$ cat src/rtl/trim_cal_pkg.sv
package trim_cal_pkg;
  typedef enum logic [1:0] {
    VERDICT_INSIDE = 2'd0,
    VERDICT_HIGH   = 2'd1,
    VERDICT_LOW    = 2'd2
  } verdict_e;

  typedef enum logic {
    SEQ_IDLE  = 1'b0,
    SEQ_SETTLE = 1'b1
  } seq_state_e;
endpackage

$ cat src/rtl/trim_window_cmp.sv
module trim_window_cmp
  import trim_cal_pkg::*;
#(
  parameter int W   = 8,
  parameter int MID = 128,
  parameter int TOL = 12
) (
  input  logic [W-1:0] meas,
  output verdict_e     verdict
);
  localparam logic [W-1:0] LO_EDGE = W'(MID - TOL);
  localparam logic [W-1:0] HI_EDGE = W'(MID + TOL);

  always_comb begin
    if (meas > HI_EDGE)      verdict = VERDICT_HIGH;
    else if (meas < LO_EDGE) verdict = VERDICT_LOW;
    else                     verdict = VERDICT_INSIDE;
  end
endmodule

$ cat src/rtl/trim_settle_wait.sv
module trim_settle_wait #(
  parameter int SETTLE_W = 24
) (
  input  logic                clk,
  input  logic                rst,
  input  logic                arm,
  input  logic                active,
  input  logic                poll_mode,
  input  logic [SETTLE_W-1:0] settle_cnt,
  input  logic                conv_done,
  output logic                ready
);
  logic [SETTLE_W-1:0] cnt_q;
  logic                low_seen_q;

  always_ff @(posedge clk) begin
    if (rst) begin
      cnt_q      <= '0;
      low_seen_q <= 1'b0;
    end else if (arm) begin
      cnt_q      <= settle_cnt;
      low_seen_q <= 1'b0;
    end else if (active) begin
      if (cnt_q != '0) cnt_q <= cnt_q - 1'b1;
      if (!conv_done)  low_seen_q <= 1'b1;
    end
  end

  assign ready = active && (poll_mode ? (low_seen_q && conv_done) : (cnt_q == '0));

  // a poll-mode completion needs a low flag sampled after the last arm
  a_r3_fresh_flag: assert property (@(posedge clk) disable iff (rst)
    (arm) |=> !(poll_mode && ready));
endmodule

$ cat src/rtl/trim_step_guard.sv
module trim_step_guard #(
  parameter int MAX_STEPS = 256
) (
  input  logic clk,
  input  logic rst,
  input  logic clr,
  input  logic inc,
  output logic limit_hit
);
  localparam int CW = $clog2(MAX_STEPS + 1);
  logic [CW-1:0] steps_q;

  always_ff @(posedge clk) begin
    if (rst || clr)                       steps_q <= '0;
    else if (inc && !limit_hit)           steps_q <= steps_q + 1'b1;
  end

  assign limit_hit = (steps_q == CW'(MAX_STEPS));
endmodule

$ cat src/rtl/trim_cal_seq.sv
module trim_cal_seq
  import trim_cal_pkg::*;
#(
  parameter int SETTLE_W  = 24,
  parameter int MAX_STEPS = 256,
  parameter int MID       = 128,
  parameter int TOL       = 12
) (
  input  logic                clk,
  input  logic                rst,
  input  logic                start,
  input  logic                poll_mode,
  input  logic [SETTLE_W-1:0] settle_cnt,
  input  logic                conv_done,
  input  logic [7:0]          meas,
  output logic [7:0]          trim,
  output logic                busy,
  output logic                done,
  output logic                pass
);
  localparam logic [7:0] TRIM_MID = 8'(MID);
  localparam logic [7:0] WIN_LO   = 8'(MID - TOL);
  localparam logic [7:0] WIN_HI   = 8'(MID + TOL);

  seq_state_e state_q;
  logic [7:0] trim_q;
  logic       done_q, pass_q;
  verdict_e   verdict;
  logic       ready, limit_hit;
  logic       go, decide, in_win, at_rail, give_up, step;

  trim_window_cmp #(.W(8), .MID(MID), .TOL(TOL)) u_cmp (
    .meas    (meas),
    .verdict (verdict)
  );

  trim_settle_wait #(.SETTLE_W(SETTLE_W)) u_wait (
    .clk        (clk),
    .rst        (rst),
    .arm        (go || step),
    .active     (state_q == SEQ_SETTLE),
    .poll_mode  (poll_mode),
    .settle_cnt (settle_cnt),
    .conv_done  (conv_done),
    .ready      (ready)
  );

  trim_step_guard #(.MAX_STEPS(MAX_STEPS)) u_guard (
    .clk       (clk),
    .rst       (rst),
    .clr       (go),
    .inc       (step),
    .limit_hit (limit_hit)
  );

  assign go      = (state_q == SEQ_IDLE) && start;
  assign decide  = (state_q == SEQ_SETTLE) && ready;
  assign in_win  = (verdict == VERDICT_INSIDE);
  assign at_rail = (trim_q == 8'h00) || (trim_q == 8'hFF);
  assign give_up = !in_win && (at_rail || limit_hit);
  assign step    = decide && !in_win && !give_up;

  always_ff @(posedge clk) begin
    if (rst) begin
      state_q <= SEQ_IDLE;
      trim_q  <= TRIM_MID;
      done_q  <= 1'b0;
      pass_q  <= 1'b0;
    end else begin
      done_q <= 1'b0;
      if (go) begin
        trim_q  <= TRIM_MID;
        pass_q  <= 1'b0;
        state_q <= SEQ_SETTLE;
      end else if (decide) begin
        if (in_win) begin
          done_q  <= 1'b1;
          pass_q  <= 1'b1;
          state_q <= SEQ_IDLE;
        end else if (give_up) begin
          trim_q  <= TRIM_MID;
          done_q  <= 1'b1;
          pass_q  <= 1'b0;
          state_q <= SEQ_IDLE;
        end else if (verdict == VERDICT_HIGH) begin
          trim_q <= trim_q - 1'b1;
        end else begin
          trim_q <= trim_q + 1'b1;
        end
      end
    end
  end

  assign trim = trim_q;
  assign busy = (state_q == SEQ_SETTLE);
  assign done = done_q;
  assign pass = pass_q;

  a_r1_start_loads_mid: assert property (@(posedge clk) disable iff (rst)
    (!busy && start) |=> (busy && trim == TRIM_MID));

  a_r4_pass_in_window: assert property (@(posedge clk) disable iff (rst)
    (done && pass) |-> ($past(meas) >= WIN_LO && $past(meas) <= WIN_HI));

  a_r5_unit_step: assert property (@(posedge clk) disable iff (rst)
    (busy && $past(busy) && trim != $past(trim)) |->
      (trim == $past(trim) + 8'd1 || trim == $past(trim) - 8'd1));

  a_r6_fail_restores_mid: assert property (@(posedge clk) disable iff (rst)
    (done && !pass) |-> (trim == TRIM_MID));

  a_r8_done_single: assert property (@(posedge clk) disable iff (rst)
    done |=> !done);

  a_r8_idle_hold: assert property (@(posedge clk) disable iff (rst)
    (!busy && !start) |=> ($stable(trim) && $stable(pass)));
endmodule

$ cat config.mk
export PLATFORM = sky130hd
export DESIGN_NAME = trim_cal_seq
export DESIGN_NICKNAME = d
export VERILOG_FILES = /design/src/rtl/trim_cal_pkg.sv /design/src/rtl/trim_window_cmp.sv /design/src/rtl/trim_settle_wait.sv /design/src/rtl/trim_step_guard.sv /design/src/rtl/trim_cal_seq.sv
export SDC_FILE = /design/constraint.sdc
export NUM_CORES = 1
export LEC_CHECK = 0
export ABC_AREA = 1
export BUFFER_PORTS_ARGS = -buffer_cell sky130_fd_sc_hd__clkbuf_2
export CORE_ASPECT_RATIO = 0.9
export CORE_UTILIZATION = 47
export CTS_CLUSTER_SIZE = 25
export DETAILED_ROUTE_END_ITERATION = 6
export HOLD_SLACK_MARGIN = 0.15
export PLACE_DENSITY = 0.81
export REMOVE_ABC_BUFFERS = 1
export SETUP_SLACK_MARGIN = 0.1
export SLEW_MARGIN = 10
export SYNTH_ARGS = -nofsm -noshare
export SYNTH_HDL_FRONTEND = slang
export SYNTH_HIERARCHICAL = 1
export SYNTH_SLANG_ARGS = --single-unit
$ cat constraint.sdc
create_clock -name clk -period 2.32 [get_ports clk]
set_input_delay 0.348 -clock clk [delete_from_list [all_inputs] [get_ports clk]]
set_output_delay 0.348 -clock clk [all_outputs]
set_load 0.05 [all_outputs]
==> results of run 1 <==
[per-stage QoR]
| step | instance area (µm²) | util, % | setup slack, ps | hold slack, ps |
|---|---|---|---|---|
| floorplan | 3242 | - | -941.1 | 410.4 |
| global placement | 3933 | 58.77 | -29.63 | 462.9 |
| detailed placement | 3933 | 58.77 | -199.5 | 461.3 |
| CTS | 4179 | 62.45 | 88.83 | 315.9 |
| global route | 4309 | 64.40 | -101.0 | 347.4 |
| finish | 4309 | 64.40 | 65.21 | 316.9 |
[cell type report]
class	count	area (µm²)	share of cell area (%)
flip-flops and latches	45	903.4	20.96
well taps	90	112.6	2.613
inverters	66	257.7	5.981
multi-input cells	427	2242	52.03
repair buffers	104	706.9	16.41
clock buffers	7	86.33	2.003
[flip-flops by register name (all words and copies together), names as in the netlist]
name / count
done: 1
trim: 8
u_wait/cnt_q: 24
pass: 1
u_guard/steps_q: 9
u_wait/low_seen_q: 1
busy: 1
[worst max-delay path, stage by stage, from the launching register on]
cell,delay [ps]
dfxtp_2,330
inv_2,80
ha_4,150
nand3_2,70
nor2_2,100
nand3_2,90
a211oi_2,240
nand2_2,110
nor2_4,130
nand2_2,100
o21ai_4,110
inv_4,110
nand4_4,140
nand2_4,100
nand2_1,70
nand2_1,50
nor2_1,100
nor2_1,50
[logic make-up (layout without fill, tap and decap cells)]
logic type,count (synthesis),count (layout),synth area share (%)
compound gates,67,67,11.22
xor+xnor,11,11,2.909
flops,45,45,27.20
buf+inv,75,177,9.595
simple gates,340,342,46.43
fa+ha+maj,7,7,2.644
[repair_timing]
item	4_1_cts	5_1_grt
pin swaps	7	9
gates resized for setup	20	31
hold endpoints to repair	0	0
setup endpoints to repair	32	41
gates cloned	2	0
buffers inserted	8	5
[routing by layer]
| layer | vias to the layer above | wire [µm] |
|---|---|---|
| met4 | 0 | 360 |
| met2 | 213 | 4634 |
| li1 | 1932 | - |
| met5 | - | 0 |
| met3 | 45 | 912 |
| met1 | 1779 | 4361 |
[placed cells by master, fill, tap and decap left out, types with 7 or more instances in the layout]
master,netlist,routed
dfxtp_1,45,43
nor2_4,6,7
clkbuf_2,0,47
nor2_2,14,18
nand3_2,3,7
nand2_1,156,150
nand3_1,40,35
buf_4,0,50
inv_1,64,58
nor2_1,91,86
a21oi_1,34,34
nand2_2,9,12
xor2_1,8,8
nand4_1,7,7
o21ai_0,19,15
a21oi_2,7,7
[Yosys cell counts, types with 2 or more instances]
library cell | number | area share [%]
nand2_1 | 156 | 18
nor2_1 | 91 | 10
inv_1 | 64 | 7.3
dfxtp_1 | 45 | 27
nand3_1 | 40 | 6.0
a21oi_1 | 34 | 5.1
o21ai_0 | 19 | 2.9
nor2_2 | 14 | 2.6
nand2_2 | 9 | 1.7
xor2_1 | 8 | 2.1
a21oi_2 | 7 | 1.9
ha_1 | 7 | 2.6
nand4_1 | 7 | 1.3
nor2_4 | 6 | 2.0
buf_6 | 3 | 1.0
clkbuf_1 | 3 | 0.34
nand3_2 | 3 | 0.91
nor3_1 | 3 | 0.45
o21ai_1 | 3 | 0.45
o21bai_1 | 3 | 0.68
xnor2_1 | 3 | 0.79
buf_2 | 2 | 0.30
nand2_4 | 2 | 0.68
nand3b_1 | 2 | 0.45
nor3_2 | 2 | 0.60
or2_2 | 2 | 0.38
[report_power, final]
| group | switching, µW | internal (µW) |
|---|---|---|
| clock network | 272 | 237 |
| logic | 561 | 355 |
| registers | 36.2 | 819 |
[path summary, 6_finish.rpt]
check	cells after the start	slack [ps]	endpoint
setup / recovery	17	70	u_wait/cnt_q[18]$_SDFFE_PP0P_
hold / removal	3	320	busy$_SDFFE_PP0P_
hold reg to reg	2	480	pass$_SDFFE_PP0P_
setup reg to reg	17	70	u_wait/cnt_q[18]$_SDFFE_PP0P_
==> results.tsv, run 1 <==
metric	value	unit
FF-to-FF Start	u_wait/cnt_q[0]$_SDFFE_PP0P_	
final std cells w/o fill	739	
largest net degree at the start of global routing	15	
Worst VDD drop	0.2570	mV
critical path launch point type	register	
Die ar.	0.007387	mm²
cts-stage hold buffer count	0	
Final Critical Period	2255	ps
largest buffer count on any clock path	2	
antenna violations before repair	0	
WL/cell	13.89	µm
DR iter-0 viols	341	
Clock Skew	6.216	ps
CTS tree	built	
Fmax achieved	0.4435	GHz
most used flip-flop cell after synthesis	dfxtp_1	
Worst-path clk slew	90	ps
first-pass GRT wire length	16.39	mm
Final #Nets	693	
antenna viol nets, final	0	
maxcap violations	0	
die height	81.64	µm
core footprint	0.006691	mm²
root buf cell	clkbuf_8	
die width	90.49	µm
mapped cell area	0.003312	mm²
fraction of layout cells with a size suffix above 1	28.97	%
critical path class	reg -> reg	
Critical path origin	u_wait/cnt_q[0]$_SDFFE_PP0P_	
relative slew slack	69.25	%
met3 global-route usage	5.000	%
Vias	3969	
asr flop ratio synth	0	%
Worst Path Required	2520	ps
I/O pin cnt	48	
final setup TNS	0	ps
# fillers	571	
Placed Cells incl. Taps	717	
post-synthesis cell count	545	
status	finished, final reports clean	
drt drc	0	
hold_sp	start	
GR peak layer	met2	
clock buffer count from CTS	5	
Slew Limit Fails	0	
Sink Count	45	
total grt overflow	0	
Pwr per Cell Area	529.3	mW/mm²
Synth cell types	33	
Final HPWL DP	6.856	mm
Critical Path AT	2450	ps
Hold WC Path Type	in -> reg	
PortBufs	47	
Seq/Total Area, Yosys	27.20	%
average size of a mapped cell	6.077	µm²
diodes inserted	0	
synth warn	6	
Final Cycle Share	97.19	%
area grow syn2layout	30.11	%
Worst Tran Pin Value	461.3	ps
Starting Density	49.50	%
WL final	10.27	mm
H-tree depth	2	
# setup viols final	0	
RSZ-0062 raised after global routing	true	
Yosys reg bits	45	
gp weighted congestion	0.9068	
Post-synth EDFFs	0	
first drt pass iteration count	5	
Tot Pwr	2281	µW
M2 GR Usage	46.97	%
Final Hold Fails	0	
Via density	5.371	
GR Util met1	34.92	%
vias in the first global route	3583	
CP endpoint kind	register	
worst-skew pair later-pin latency	300	ps
number of core rows	28	
LEAKAGE	0.002100	µW
All-Layer GR Usage	27.62	%
Crit Path Max Fanout	7	
No activity file was read; power rests on OpenSTA's default activity.
==> run 2, diff against run 1 <==
--- a/config.mk
+++ b/config.mk
@@ -12,9 +12,9 @@
 export CTS_CLUSTER_SIZE = 25
 export DETAILED_ROUTE_END_ITERATION = 6
 export HOLD_SLACK_MARGIN = 0.15
-export PLACE_DENSITY = 0.81
+export PLACE_DENSITY = 0.68
 export REMOVE_ABC_BUFFERS = 1
-export SETUP_SLACK_MARGIN = 0.1
+export SETUP_SLACK_MARGIN = 0.2
 export SLEW_MARGIN = 10
 export SYNTH_ARGS = -nofsm -noshare
 export SYNTH_HDL_FRONTEND = slang
==> results.tsv, run 2 (synthesis gave the netlist of run 1 again) <==
metric	value	unit	change
Hold WC Path Type	in -> reg		unchanged
Crit Path Max Fanout	5		was 7
Worst-path clk slew	100	ps	was 90 ps
Final Instance Area	0.004548	mm²	was 0.004309 mm²
Vias	3942		was 3969
I/O pin cnt	48		unchanged
root buf cell	clkbuf_8		unchanged
RSZ-0062 raised after global routing	true		unchanged
WL/cell	13.61	µm	was 13.89 µm
worst-skew pair later-pin latency	310	ps	was 300 ps
placed cell areas	0.003940	mm²	was 0.003933 mm²
Clock Skew	8.054	ps	was 6.216 ps
Routed met2 length	4.495	mm	was 4.634 mm
drt drc	0		unchanged
largest buffer count on any clock path	2		unchanged
Starting Density	49.50	%	unchanged
DR iter-0 viols	267		was 341
first-pass GRT wire length	15.37	mm	was 16.39 mm
antenna violations before repair	0		unchanged
Final Cycle Share	98.80	%	was 97.19%
first drt pass iteration count	5		unchanged
largest net degree at the start of global routing	20		was 15
fraction of layout cells with a size suffix above 1	32.13	%	was 28.97%
Reg with most FFs	u_wait/cnt_q		unchanged
PortBufs	47		unchanged
commonest cells after routing, fill and taps aside	147 x nand2_1, 84 x nor2_1, 58 x inv_1		was 150 x nand2_1, 86 x nor2_1, 58 x inv_1
Final #Nets	706		was 693
Worst Tran Pin Value	465.4	ps	was 461.3 ps
# setup viols final	0		unchanged
Via density	5.235		was 5.371
Slew Limit Fails	0		unchanged
clock buffer count from CTS	5		unchanged
maxcap violations	0		unchanged
Final HPWL DP	6.734	mm	was 6.856 mm
area grow syn2layout	37.33	%	was 30.11%
Worst Path Required	2510	ps	was 2520 ps
die width	90.49	µm	unchanged
number of core rows	28		unchanged
Fmax achieved	0.4363	GHz	was 0.4435 GHz
diodes inserted	0		unchanged
critical path class	reg -> reg		unchanged
CTS tree	built		unchanged
status	finished, final reports clean		unchanged
H-tree depth	2		unchanged
critical path launch point type	register		unchanged
relative slew slack	68.97	%	was 69.25%
LEAKAGE	0.002199	µW	was 0.002100 µW
core footprint	0.006691	mm²	unchanged
DR WL met3	738	µm	was 912 µm
gp weighted congestion	0.9177		was 0.9068
antenna viol nets, final	0		unchanged
M1 WL	4.725	mm	was 4.361 mm
vias in the first global route	3349		was 3583
CP endpoint kind	register		unchanged
die height	81.64	µm	unchanged
WL final	10.25	mm	was 10.27 mm
Worst VDD drop	0.3834	mV	was 0.2570 mV
Critical Path AT	2480	ps	was 2450 ps
Final Hold Fails	0		unchanged
max reg flops	24		unchanged
Final Core Density	67.97	%	was 64.40%
Die ar.	0.007387	mm²	unchanged
Final Critical Period	2292	ps	was 2255 ps
Sink Count	45		unchanged
All-Layer GR Usage	26.08	%	was 27.62%
total grt overflow	0		unchanged
Pwr per Cell Area	517.7	mW/mm²	was 529.3 mW/mm²
most common cell after layout, fill and taps aside	nand2_1		unchanged
Top Metal Used	met4		unchanged
==> run 2: power breakdown <==
group	total [µW]	switching (µW)	internal, µW
registers	860	40.8	820
logic	973	573	400
clock network	521	309	212
total	2350	923	1430
==> run 2: per-stage QoR <==
| step | worst slack (ps) | hold WS [ps] | std cells | setup TNS, ps | power (µW) |
|---|---|---|---|---|---|
| after CTS | 149.8 | 305.2 | 739 | 0 | 2230 |
| final | 27.93 | 305.6 | 753 | 0 | 2354 |
| after global placement | 61.94 | 461.3 | 718 | 0 | 1651 |
| after floorplan | -941.1 | 410.4 | 536 | -20840 | 1372 |
| after detailed placement | -102.8 | 460.8 | 718 | -576.9 | 1666 |
| after global routing | -117.9 | 311.0 | 753 | -2114 | 2484 |
==> run 2: what timing repair did <==
item	CTS	global route
setup endpoints to repair	32	45
gates resized for setup	25	56
buffers inserted	11	12
pin swaps	13	22
hold buffers	0	0
gates cloned	2	2
==> run 2: per-layer routing <==
layer / GRT usage (%) / up-vias
met1: 36.04 / 1778
met5: 0 / -
met3: 3.426 / 28
li1: - / 1953
met4: 9.194 / 0
met2: 41.89 / 183
==> run 2: worst paths after layout <==
| check | startpoint | slack (ps) | end | depth (start not counted) |
|---|---|---|---|---|
| setup / recovery | u_wait/cnt_q[14]$_SDFFE_PP0P_ | 30 | u_wait/cnt_q[17]$_SDFFE_PP0P_ | 16 |
| hold / removal | start | 310 | busy$_SDFFE_PP0P_ | 3 |
| setup reg to reg | u_wait/cnt_q[14]$_SDFFE_PP0P_ | 30 | u_wait/cnt_q[17]$_SDFFE_PP0P_ | 16 |
| hold reg to reg | pass$_SDFFE_PP0P_ | 490 | pass$_SDFFE_PP0P_ | 2 |
==> run 2: layout make-up <==
cell class,count,area [µm²]
multi-input cells,427,2295
well taps,90,112.6
clock inverters,3,22.52
flip-flops and latches,45,904.6
fillers,590,2143
repair inverters,1,5.005
repair buffers,116,877.1
clock buffers,5,68.82
inverters,66,262.8
==> run 2: worst max-delay path, cell delays in order (launching register included) <==
cell	delay [ps]
dfxtp_1	330
nor2_2	140
nand2_2	100
nor2_4	170
nand3_2	120
a211oi_2	180
nand2_1	100
nor2_2	160
nand2_2	100
o21ai_4	110
clkinv_4	150
nand4_4	140
nand2_4	100
nand2_2	60
nand2_1	40
nor2_1	100
nor2_1	60
==> run 3, diff against run 2 <==
--- a/config.mk
+++ b/config.mk
@@ -12,11 +12,9 @@
 export CTS_CLUSTER_SIZE = 25
 export DETAILED_ROUTE_END_ITERATION = 6
 export HOLD_SLACK_MARGIN = 0.15
-export PLACE_DENSITY = 0.68
+export PLACE_DENSITY = 0.66
 export REMOVE_ABC_BUFFERS = 1
 export SETUP_SLACK_MARGIN = 0.2
-export SLEW_MARGIN = 10
 export SYNTH_ARGS = -nofsm -noshare
 export SYNTH_HDL_FRONTEND = slang
-export SYNTH_HIERARCHICAL = 1
 export SYNTH_SLANG_ARGS = --single-unit
==> constraint.sdc (replaced) <==
create_clock -name clk -period 2.75 [get_ports clk]
set_input_delay 0.4125 -clock clk [delete_from_list [all_inputs] [get_ports clk]]
set_output_delay 0.4125 -clock clk [all_outputs]
set_load 0.05 [all_outputs]
==> results.tsv, run 3 <==
metric	value	unit	change
Starting Density	49.44	%	was 49.50%
average size of a mapped cell	6.208	µm²	was 6.077 µm²
Final HPWL DP	5.430	mm	was 6.734 mm
largest net degree at the start of global routing	27		was 20
Flop pwr share	42.0	%	was 36.5%
worst reg-to-reg setup slack	500	ps	was 30 ps
Yosys reg bits	45		unchanged
critical path cell sequence	nor2_1 -> nand2_2 -> nor2_4 -> nand3_2 -> a21oi_4 -> nand2_2 -> buf_4 -> inv_1 -> nand2_1 -> o21ai_0 -> a21oi_1		was nor2_2 -> nand2_2 -> nor2_4 -> nand3_2 -> a211oi_2 -> nand2_1 -> nor2_2 -> nand2_2 -> o21ai_4 -> clkinv_4 -> nand4_4 -> nand2_4 -> nand2_2 -> nand2_1 -> nor2_1 -> nor2_1
gp weighted congestion	0.9072		was 0.9177
first drt pass iteration count	5		unchanged
Synth cell types	30		was 33
CP endpoint kind	register		unchanged
worst-skew pair later-pin latency	310	ps	about the same
drt drc	0		unchanged
first-pass GRT wire length	12.32	mm	was 15.37 mm
WP buf/inv	2		was 1
hold_sp	rst		was start
Sw Ratio	34.79	%	was 39.21%
Worst Path Required	2930	ps	was 2510 ps
worst-case hold slack	358.4	ps	was 305.6 ps
# fillers	659		was 590
Worst-path clk slew	100	ps	about the same
Critical Path AT	2430	ps	was 2480 ps
Hold WC Path Type	in -> reg		unchanged
commonest cells after routing, fill and taps aside	140 x nand2_1, 87 x nor2_1, 50 x inv_1		was 147 x nand2_1, 84 x nor2_1, 58 x inv_1
final setup TNS	0	ps	unchanged
largest cells by area after synthesis	dfxtp_1 29%, nand2_1 17%, nor2_1 11%		was dfxtp_1 27%, nand2_1 18%, nor2_1 10%
placed cell areas	0.003379	mm²	was 0.003940 mm²
CTS tree	built		unchanged
RSZ-0062 raised after global routing	false		was true
delay-heaviest family, CP	simple AND/OR/NAND/NOR gates		unchanged
post-synthesis cell count	495		was 545
root buf cell	clkbuf_8		unchanged
synth warn	0		was 6
Largest stage delay, worst path	360	ps	was 330 ps
Clock power frac	29.7	%	was 22.1%
PortBufs	47		unchanged
fraction of layout cells with a size suffix above 1	15.16	%	was 32.13%
Vias	3077		was 3942
Clock Skew	14.19	ps	was 8.054 ps
cts-stage hold buffer count	0		unchanged
Final Instance Area	0.003495	mm²	was 0.004548 mm²
core footprint	0.006216	mm²	was 0.006691 mm²
cell depth of the worst setup path	11		was 16
mapped cell area	0.003073	mm²	was 0.003312 mm²
Slew Limit Fails	0		unchanged
Post-synth top cells	140 x nand2_1, 87 x nor2_1, 50 x inv_1		was 156 x nand2_1, 91 x nor2_1, 64 x inv_1
Post-synth EDFFs	0		unchanged
Die ar.	0.006866	mm²	was 0.007387 mm²
Crit Path Max Fanout	15		was 5
most used flip-flop cell after synthesis	dfxtp_1		unchanged
WL/cell	11.46	µm	was 13.61 µm
All-Layer GR Usage	22.77	%	was 26.08%
Seq/Total Area, Yosys	29.32	%	was 27.20%
Synth area leader	dfxtp_1		unchanged
H-tree depth	2		unchanged
die height	78.71	µm	was 81.64 µm
asr flop ratio synth	0	%	unchanged
worst reg2reg path endpoint	u_guard.steps_q[5]$_SDFFE_PP0P_		was u_wait/cnt_q[17]$_SDFFE_PP0P_
# setup viols final	0		unchanged
Worst path most repeated cell	nand2_2		unchanged
Pint	1151	µW	was 1431 µW
vias in the first global route	2765		was 3349
most common cell after layout, fill and taps aside	nand2_1		unchanged
WL final	7.195	mm	was 10.25 mm
maxcap violations	0		unchanged
number of core rows	27		was 28
FF-to-FF Start	u_wait.cnt_q[15]$_SDFFE_PP0P_		was u_wait/cnt_q[14]$_SDFFE_PP0P_
hold endpoint	u_wait.cnt_q[14]$_SDFFE_PP0P_		was busy$_SDFFE_PP0P_
I/O pin cnt	48		unchanged
antenna viol nets, final	0		unchanged
Tot Pwr	1765	µW	was 2354 µW
diodes inserted	0		unchanged
Pwr per Cell Area	505.1	mW/mm²	was 517.7 mW/mm²
Yosys top cell area share	29.32	%	was 27.20%
Final Hold Fails	0		unchanged
die width	87.23	µm	was 90.49 µm
Final #Nets	588		was 706
area grow syn2layout	13.72	%	was 37.33%
Via density	4.900		was 5.235
Switch Pwr	614.1	µW	was 923.2 µW
hold path depth	2		was 3
total grt overflow	0		unchanged
Worst VDD drop	0.2193	mV	was 0.3834 mV
slowest stage cell, crit path	dfxtp_1		unchanged
clock buffer count from CTS	5		unchanged
antenna violations before repair	0		unchanged
Final Cycle Share	81.84	%	was 98.80%
most common cell in the netlist	nand2_1		unchanged
critical path launch point type	register		unchanged
DR iter-0 viols	177		was 267
Reg with most FFs	u_wait.cnt_q		was u_wait/cnt_q
R2R cell count	11		was 16
Fmax achieved	0.4443	GHz	was 0.4363 GHz
largest buffer count on any clock path	2		unchanged
Logic pwr share	28.3	%	was 41.3%
Final Critical Period	2250	ps	was 2292 ps
critical path class	reg -> reg		unchanged
cts repair resizes	0		was 25
max reg flops	24		unchanged
LEAKAGE	0.001641	µW	was 0.002199 µW
Setup Fix Bufs, Post-CTS	0		was 11
Sink Count	45		unchanged
Worst Tran Pin Value	627.7	ps	was 465.4 ps
relative slew slack	58.11	%	was 68.97%
status	finished, final reports clean		unchanged
## run 3: cell count changes after synthesis, moves of 4 or more
| cell | before | now |
|---|---|---|
| xor2_1 | 8 | 16 |
| a21oi_2 | 7 | 2 |
| nor2_4 | 6 | 2 |
| nand4_1 | 7 | 11 |
| inv_1 | 64 | 50 |
| o21ai_0 | 19 | 31 |
| nor2_1 | 91 | 87 |
| nand2_1 | 156 | 140 |
| nand3_1 | 40 | 22 |
| nor3_1 | 3 | 7 |
| a21oi_1 | 34 | 24 |
| nand2_2 | 9 | 4 |
| nor2_2 | 14 | 8 |
## run 3: how the worst max path moves through the flow
stage	start	endpoint	slack [ps]
6_report	u_wait.cnt_q[15]$_SDFFE_PP0P_	u_guard.steps_q[5]$_SDFFE_PP0P_	500
5_1_grt	u_wait.cnt_q[20]$_SDFFE_PP0P_	u_guard.steps_q[5]$_SDFFE_PP0P_	270
4_1_cts	u_wait.cnt_q[16]$_SDFFE_PP0P_	u_guard.steps_q[5]$_SDFFE_PP0P_	480
3_5_place_dp	meas[6]	trim[7]$_SDFFE_PP1P_	290
3_3_place_gp	meas[6]	trim[6]$_SDFFE_PP0P_	390
2_1_floorplan	busy$_SDFFE_PP0P_	u_wait.cnt_q[10]$_SDFFE_PP0P_	450
## run 3: metrics by stage
step / cells / utilization, % / setup slack, ps
global placement: 620 / 54.37 / 393.7
finish: 628 / 56.22 / 499.5
global route: 628 / 56.22 / 270.6
CTS: 628 / 56.22 / 483.3
floorplan: 482 / - / 446.2
detailed placement: 620 / 54.37 / 287.2
## run 3: metal layers
metal	GRT usage (%)	share of wire, %	up-vias
met4	8.033	1.8	0
met2	35.98	42	73
li1	-	-	1653
met1	31.66	52	1342
met3	3.222	4.4	9
met5	0	0	-
## run 3: final cells by class
| type | instances | area (µm²) | share of cell area (%) |
|---|---|---|---|
| clock buffers | 5 | 68.82 | 1.969 |
| clock inverters | 3 | 46.29 | 1.325 |
| inverters | 52 | 195.2 | 5.585 |
| multi-input cells | 385 | 1897 | 54.28 |
| flip-flops and latches | 45 | 900.9 | 25.78 |
| well taps | 87 | 108.9 | 3.115 |
| repair buffers | 51 | 277.8 | 7.948 |
## run 3: logic make-up after synthesis
group / count (synthesis) / synth area share (%)
AOI/OAI and AO/OA: 66 / 11.69
xor gates and xnor gates: 21 / 5.985
adders and majority gates: 11 / 4.723
buffers and inverters: 65 / 8.957
DFF: 45 / 29.32
and+or+nand+nor: 287 / 39.33
## run 3: power by group through the flow
stage          registers (µW)  logic, µW  clock network [µW]
2_1_floorplan             756        369                   0
3_3_place_gp              756        490                   0
3_5_place_dp              757        498                   0
4_1_cts                   742        502                 537
5_1_grt                   749        579                 555
6_report                  742        500                 524
